[config.mk]
export PLATFORM = sky130hd
export DESIGN_NAME = board_irq_hub
export DESIGN_NICKNAME = d
export VERILOG_FILES = /design/src/rtl/board_irq_hub.sv
export SDC_FILE = /design/constraint.sdc
export NUM_CORES = 1
export LEC_CHECK = 0
export CORE_UTILIZATION = 40
export DETAILED_ROUTE_END_ITERATION = 6
export HOLD_SLACK_MARGIN = 0.05
export REMOVE_ABC_BUFFERS = 1
export SLEW_MARGIN = 20
export SYNTH_ARGS = -nofsm -noshare
export SYNTH_HDL_FRONTEND = slang
export SYNTH_SLANG_ARGS = --single-unit
[constraint.sdc]
create_clock -name clk -period 3 [get_ports clk]
set_input_delay 0.6 -clock clk [delete_from_list [all_inputs] [get_ports clk]]
set_output_delay 0.6 -clock clk [all_outputs]
set_load 0.05 [all_outputs]
[src/rtl/board_irq_hub.sv]
`timescale 1ns/1ps
module board_irq_hub #(
  parameter int N_IRQ = 16,
  parameter int ADDR_W = 8,
  parameter int DATA_W = 32,
  parameter logic [DATA_W-1:0] IRQ_WMASK = 32'h000FEEFF
) (
  input  logic              clk,
  input  logic              rst_n,
  input  logic [N_IRQ-1:0]  irq_in,
  input  logic [ADDR_W-1:0] reg_addr,
  input  logic              reg_we,
  input  logic [DATA_W-1:0] reg_wdata,
  output logic [DATA_W-1:0] reg_rdata,
  output logic              host_irq
);
  localparam int IDX_W = $clog2(N_IRQ);
  localparam int N_PLAIN = 10;
  localparam logic [ADDR_W-1:0] OFS_EN   = ADDR_W'(8'hC0);
  localparam logic [ADDR_W-1:0] OFS_PEND = ADDR_W'(8'hD0);
  localparam logic [ADDR_W-1:0] PLAIN_OFS [N_PLAIN] = '{
    ADDR_W'(8'h10), ADDR_W'(8'h14), ADDR_W'(8'h40), ADDR_W'(8'h60),
    ADDR_W'(8'h80), ADDR_W'(8'h84), ADDR_W'(8'h88), ADDR_W'(8'h90),
    ADDR_W'(8'hE0), ADDR_W'(8'hE4)};

  logic [DATA_W-1:0] plain_q [N_PLAIN];
  logic [DATA_W-1:0] en_q, pend_q;
  logic [N_IRQ-1:0]  lvl_q;

  logic [N_IRQ-1:0] hit;
  logic             any_hit;
  logic [IDX_W-1:0] sel;

  assign hit     = (irq_in ^ lvl_q) & en_q[N_IRQ-1:0];
  assign any_hit = |hit;

  always_comb begin
    sel = '0;
    for (int i = 0; i < N_IRQ; i++)
      if (hit[i]) sel = IDX_W'(i);
  end

  for (genvar g = 0; g < N_PLAIN; g++) begin : g_plain
    always_ff @(posedge clk or negedge rst_n)
      if (!rst_n) plain_q[g] <= '0;
      else if (reg_we && reg_addr == PLAIN_OFS[g]) plain_q[g] <= reg_wdata;
  end

  always_ff @(posedge clk or negedge rst_n)
    if (!rst_n) en_q <= '0;
    else if (reg_we && reg_addr == OFS_EN) en_q <= reg_wdata & IRQ_WMASK;

  always_ff @(posedge clk or negedge rst_n)
    if (!rst_n) begin
      pend_q   <= '0;
      host_irq <= 1'b0;
      lvl_q    <= '0;
    end else begin
      lvl_q <= irq_in;
      if (any_hit) begin
        pend_q   <= DATA_W'(1) << sel;
        host_irq <= irq_in[sel];
      end else if (reg_we && reg_addr == OFS_PEND) begin
        pend_q <= reg_wdata & IRQ_WMASK;
      end
    end

  always_comb begin
    reg_rdata = '0;
    if (reg_addr == OFS_EN)   reg_rdata = en_q;
    if (reg_addr == OFS_PEND) reg_rdata = pend_q;
    for (int k = 0; k < N_PLAIN; k++)
      if (reg_addr == PLAIN_OFS[k]) reg_rdata = plain_q[k];
  end
endmodule

### Word-level counts from Yosys, hierarchy flattened

Index checks and enable logic that the tools add are counted.

| storage, ports and cells | value |
|---|---|
| RAM bits | 0 |
| memory bits (read-only) | 0 |
| register bits | 387 |
| memories | 0 |
| logic and storage cells | 75 |
| bits in latches | 0 |
| input bits | 59 |
| output and inout port bits | 33 |

| cells by class | value |
|---|---|
| shift operators | 1 |
| multiplexer cells | 31 |
| bitwise gates (word level) | 2 |
| reduce and logical (&&, ||, !) cells | 14 |
| eq/ne operators | 12 |
| magnitude comparators | 1 |
| divide/modulo/power cells | 0 |
| add/subtract/negate cells | 0 |
| $mul | 0 |

Operator list:

| operator | count |
|---|---|
| 32-bit two-way mux | 13 |
| 8-bit == test (second input constant) | 8 |
| 4-bit two-way mux | 8 |
| 1-bit by 4-bit << shifter with 32-bit output (first input constant) | 1 |
| 20-bit two-way mux | 1 |
| 16-bit bitwise AND | 1 |
| 8-bit by 5-bit == test with 1-bit output (second input constant) | 2 |
| 8-bit by 7-bit == test with 1-bit output (second input constant) | 2 |
| 16-bit OR reduction | 1 |
| 16-bit XOR | 1 |
| 1-bit logical AND | 12 |
| 3-bit two-way mux | 4 |
| 4-bit by 5-bit less-than comparator with 1-bit output (second input constant) | 1 |
| 1-bit binary-select mux with 4-bit select | 1 |
| 2-bit two-way mux | 2 |
| 1-bit two-way mux | 2 |
| 2-bit nonzero test | 1 |

### Longest topological paths before layout

| depth | value |
|---|---|
| depth after elaboration | 19 |
| gate-level depth with buffers | 11 |
| depth with buffers taken out | 7 |

### Worst setup path after synthesis

Ideal clock, no wire load.

| path | value |
|---|---|
| kind | input to output |
| start point | input reg_addr[6] |
| end point | output reg_rdata[0] |
| path slack | -0.945 ns |
| required time | 2.400 ns |
| arrival time | 3.345 ns |
| cell stages on the path | 9 |
| buffers on the path | 4 |
| cells stage by stage | buf_2 or3b_2 clkbuf_1 nor2_1 and3_1 buf_2 buf_2 a211oi_1 o21ai_0 |

| on the way | value |
|---|---|
| longest elaborated chain between the ends | 13 |
| elaborated cells on any way between the ends | 24 |
| classes of those cells | 12 x eq/ne; 12 x mux |

Ends and longest elaborated chain:

| item | RTL line | text |
|---|---|---|
| start, declared | 11 | `input logic [ADDR_W-1:0] reg_addr,` |
| 8-bit == test | 70 | `if (reg_addr == OFS_EN) reg_rdata = en_q;` |
| 20-bit two-way mux | 70 |  |
| 32-bit two-way mux | 71 | `if (reg_addr == OFS_PEND) reg_rdata = pend_q;` |
| 32-bit two-way mux (9 in a row) | 73 | `if (reg_addr == PLAIN_OFS[k]) reg_rdata = plain_q[k];` |
| 32-bit two-way mux (*) | 73 |  |
| end, declared | 14 | `output logic [DATA_W-1:0] reg_rdata,` |

Every way passes the cells marked *; elsewhere a longest branch is shown, timed or not.

### Worst setup path after layout

| path | value |
|---|---|
| start point | input reg_addr[0] |
| end point | output reg_rdata[29] |

| on the way | value |
|---|---|
| longest elaborated chain between the ends | 12 |
| elaborated cells on any way between the ends | 22 |
| classes of those cells | 11 x eq/ne; 11 x mux |

Ends and longest elaborated chain:

| item | RTL line |
|---|---|
| 8-bit == test | 71 |
| 32-bit two-way mux | 71 |
| 32-bit two-way mux (9 in a row) | 73 |
| 32-bit two-way mux (*) | 73 |

Marked as above.

==> flow_metrics.py <==
metrics = {
    "floorplanning": {
        "dieHeight_um": 209.7,
        "coreArea_um2": 42230,
        "rows": 75,
        "die_area_um2": 43990,
        "start_util": 0.4088,
        "fp.dieW_um": 209.7,
        "io_pins": 92,
    },
    "final_layout": {
        "final_layout_size_suffix_gt1_frac": 0.4242,
        "final_area_um2": 22270,
        "area_delta_synth_final_pct": 29.01,
        "nNetsFinal": 1705,
        "stdcell_count": 2209,
        "fillCellCount": 3673,
    },
    "pwr": {
        "combPwrFrac": 0.101,
        "intPower_mw": 8.643,
        "clkPwrFrac": 0.412,
        "seqPwrFrac": 0.487,
        "leakage_nw": 10.79,
        "cellPowerDensity_nw_per_um2": 513.0,
        "p_sw_mw": 2.782,
        "swShare": 0.2435,
        "max-vdd-ir-drop_uv": 370.4,
    },
    "worst_setup_path": {
        "crit_chain": "buf_6, or4_4, buf_8, buf_6, nor3_4, buf_6, buf_8, buf_4, a221o_1, a221oi_2, nand3_1, o21ai_1, nand2_1, buf_12",
        "rrSetupSlack_ps": 470,
        "required_ps": 2400,
        "r2r_end": "host_irq",
        "path_common_cell": "buf_6",
        "crit_arrival_ps": 2890,
        "crit_path_end_kind": "output pin",
        "worstSetupPathType": "in2out",
        "rr_worst_depth": 7,
        "cp-start-kind": "input port",
        "cp_max_fo": 8,
        "path_buf_inv": 7,
        "worstReg2RegStart": "lvl_q[5]",
        "slowest_stage": "or4_4",
        "cpPeakStageDelay_ps": 530,
        "cp_top_family": "buffers and inverters",
    },
    "synthesis": {
        "synth_top_cell_by_area": "dfrtp_1",
        "synth_area_leaders": "dfrtp_1 (54%), mux2_2 (22%), o21ai_0 (2.1%), nand2_1 (2.0%), a221oi_1 (1.6%)",
        "async_reset_ff_frac": 1.000,
        "synthFlopType": "dfrtp_1",
        "syn_area_um2": 17260,
        "netlist_instances": 1418,
        "synth_top_family_by_area": "multiplexers",
        "syn_avg_cell_area_um2": 12.17,
        "synth_cell_types": 64,
        "synth_common_cells": "dfrtp_1 (373), mux2_2 (335), nand2_1 (91)",
        "yosys-mux-area-fraction": 0.2287,
        "synth_compound_area_frac": 0.1152,
        "synthAdderAreaFrac": 0,
        "synth_edf_count": 0,
        "yosys.area_share.simple": 0.07836,
        "synth-seq-area-share": 0.5407,
        "synth_top_area_share": 0.5407,
        "synth_xor_xnor_area_share": 0.007104,
        "synth_most_common_cell": "dfrtp_1",
        "synth_seq_cells": 373,
        "yosys_warnings": 0,
    },
    "timing": {
        "timing.final.ws_setup_ps": -494.7,
        "setup_tns_ps": -12140,
        "maxSlewViolCount": 0,
        "whs_ps": 493.2,
        "rsz0062_at_grt": "true",
        "fin_crit_ps": 3495,
        "fmaxAchievable_mhz": 286.1,
        "final_hold_viol_count": 0,
        "setup_viol": 32,
        "relSlewSlack": 0.5287,
        "worstMarginPinSlew_ps": 706.9,
        "finalCritPeriodShare": 1.165,
        "fin_worst_skew_ps": 18.61,
    },
    "routing": {
        "drc": 0,
        "finalWirelength_um": 49880,
        "drt_iter0_drc": 743,
        "post_drt_wl_per_cell_um": 22.58,
        "first_pass_iters": 5,
        "postRouteAntennaNets": 0,
        "avgViaCountPerCell": 5.756,
        "vias": 12720,
    },
    "grt": {
        "grt_overflow": 0,
        "grt_pass1_vias": 13440,
        "use_met1": 0.3198,
        "globalRouteMet2Util": 0.3775,
        "track_usage": 0.2335,
        "antenna_found_initial": 1,
        "busiest_layer": "met2",
        "grtUsageMet3": 0.03920,
        "grt_start_max_net_pins": 81,
        "grt_pass1_wl_um": 78780,
    },
    "run_status": {
        "violations": "negative setup slack",
        "status": "finished, violations left",
    },
    "hold_path": {
        "min_to": "plain_q[198]",
        "hold_class": "reg2reg",
        "worstHoldStart": "plain_q[198]",
        "hold_depth": 1,
    },
    "placed_design": {
        "gp_congestion": 0.8747,
        "postPlaceCellArea_um2": 20390,
        "portBuffers": 91,
        "hpwl_um": 33310,
        "place_inst": 2119,
    },
    "cts": {
        "cts.sinks": 373,
        "clock_latency_ps": 560,
        "htreeDepth": 2,
        "cts_buffer_depth": 3,
        "cts_tree": "built",
        "cts_made_buffers": 41,
        "root_buffer": "clkbuf_16",
        "clkTransAtPathRegs_ps": 60,
    },
    "run": {
        "max_cap_viol_count": 0,
    },
}
state kept, by name, indices dropped and copies added, names as in the netlist:
name / flops
plain_q: 320
host_irq: 1
pend_q: 20
lvl_q: 14
en_q: 18
metrics by stage:
stage | total power, mW | utilization | worst slack, ps
6_report | 11.42 | 0.5273 | -494.7
3_5_place_dp | 6.766 | 0.4829 | -1041
4_1_cts | 11.52 | 0.5246 | -473.9
5_1_grt | 11.86 | 0.5273 | -568.7
2_1_floorplan | 6.114 | - | -2227
3_3_place_gp | 6.730 | 0.4829 | -1034
worst register-to-register path, cell delays in order (launching register included):
cell       delay [ps]
dfrtp_1           370
xor2_1            190
and2_1            200
o311ai_0          620
and2_0            360
nor4bb_1          310
a2111oi_0         110
o32ai_1           270
layer usage:
| metal | wire, µm | share of wire | up-vias |
|---|---|---|---|
| li1 | - | - | 5694 |
| met1 | 22740 | 0.46 | 6603 |
| met2 | 23460 | 0.47 | 328 |
| met3 | 2465 | 0.049 | 91 |
| met4 | 1212 | 0.024 | 0 |
| met5 | 0 | 0 | - |
layout make-up:
type	count	area [µm²]	share of cell area
diodes	1	2.502	0.0001124
repair buffers	301	3283	0.1474
clock inverters	3	15.01	0.0006742
flip-flops and latches	373	9334	0.4191
well taps	539	674.4	0.03028
inverters	7	26.28	0.001180
multi-input cells	922	7725	0.3469
clock buffers	63	1209	0.05428
worst max path at each step:
stage,slack [ps],endpoint,from,cells past startpoint
6_report,-490,reg_rdata[29],reg_addr[0],14
5_1_grt,-570,reg_rdata[3],reg_addr[0],13
4_1_cts,-470,reg_rdata[15],reg_addr[0],13
3_5_place_dp,-1040,reg_rdata[26],reg_addr[2],14
3_3_place_gp,-1030,reg_rdata[6],reg_addr[2],12
2_1_floorplan,-2230,reg_rdata[13],reg_addr[2],6
repair_timing:
action	4_1_cts	5_1_grt
buffers inserted	15	5
cloned	2	0
setup endpoints to repair	32	32
hold buffers	1	0
gates resized for setup	139	21
pin swaps	41	17
hold endpoints to repair	2	0
layout by cell type, fill, tap and decap left out, types with 8 or more instances in the layout:
master,count
dfrtp_1,373
mux2_2,335
buf_4,153
nand2_1,84
nor2_1,57
buf_12,57
clkdlybuf4s50_1,50
o21ai_0,47
clkbuf_16,41
nand3_1,35
a21oi_1,33
a22oi_1,28
buf_6,27
o21ai_1,26
a221oi_1,24
a221o_1,17
nand2b_1,13
mux2i_1,13
xor2_1,13
clkbuf_1,12
and3_1,10
clkbuf_8,10
a211oi_1,9
a221oi_2,8
a21boi_0,8
a211oi_2,8
nor3b_1,8
cells by family after synthesis:
group	after synthesis
flip-flops	373
multiplexers	352
AO/OA/AOI/OAI	287
AND/OR/NAND/NOR	269
buffers and inverters	123
XOR/XNOR	14
power by group through the flow:
stage / clock network (mW) / logic, mW / registers [mW]
3_3_place_gp: 0 / 1.10 / 5.63
4_1_cts: 4.81 / 1.15 / 5.56
3_5_place_dp: 0 / 1.13 / 5.64
5_1_grt: 5.00 / 1.27 / 5.60
6_report: 4.71 / 1.15 / 5.57
2_1_floorplan: 0 / 0.528 / 5.59
Power figures use the tool's default switching activity.
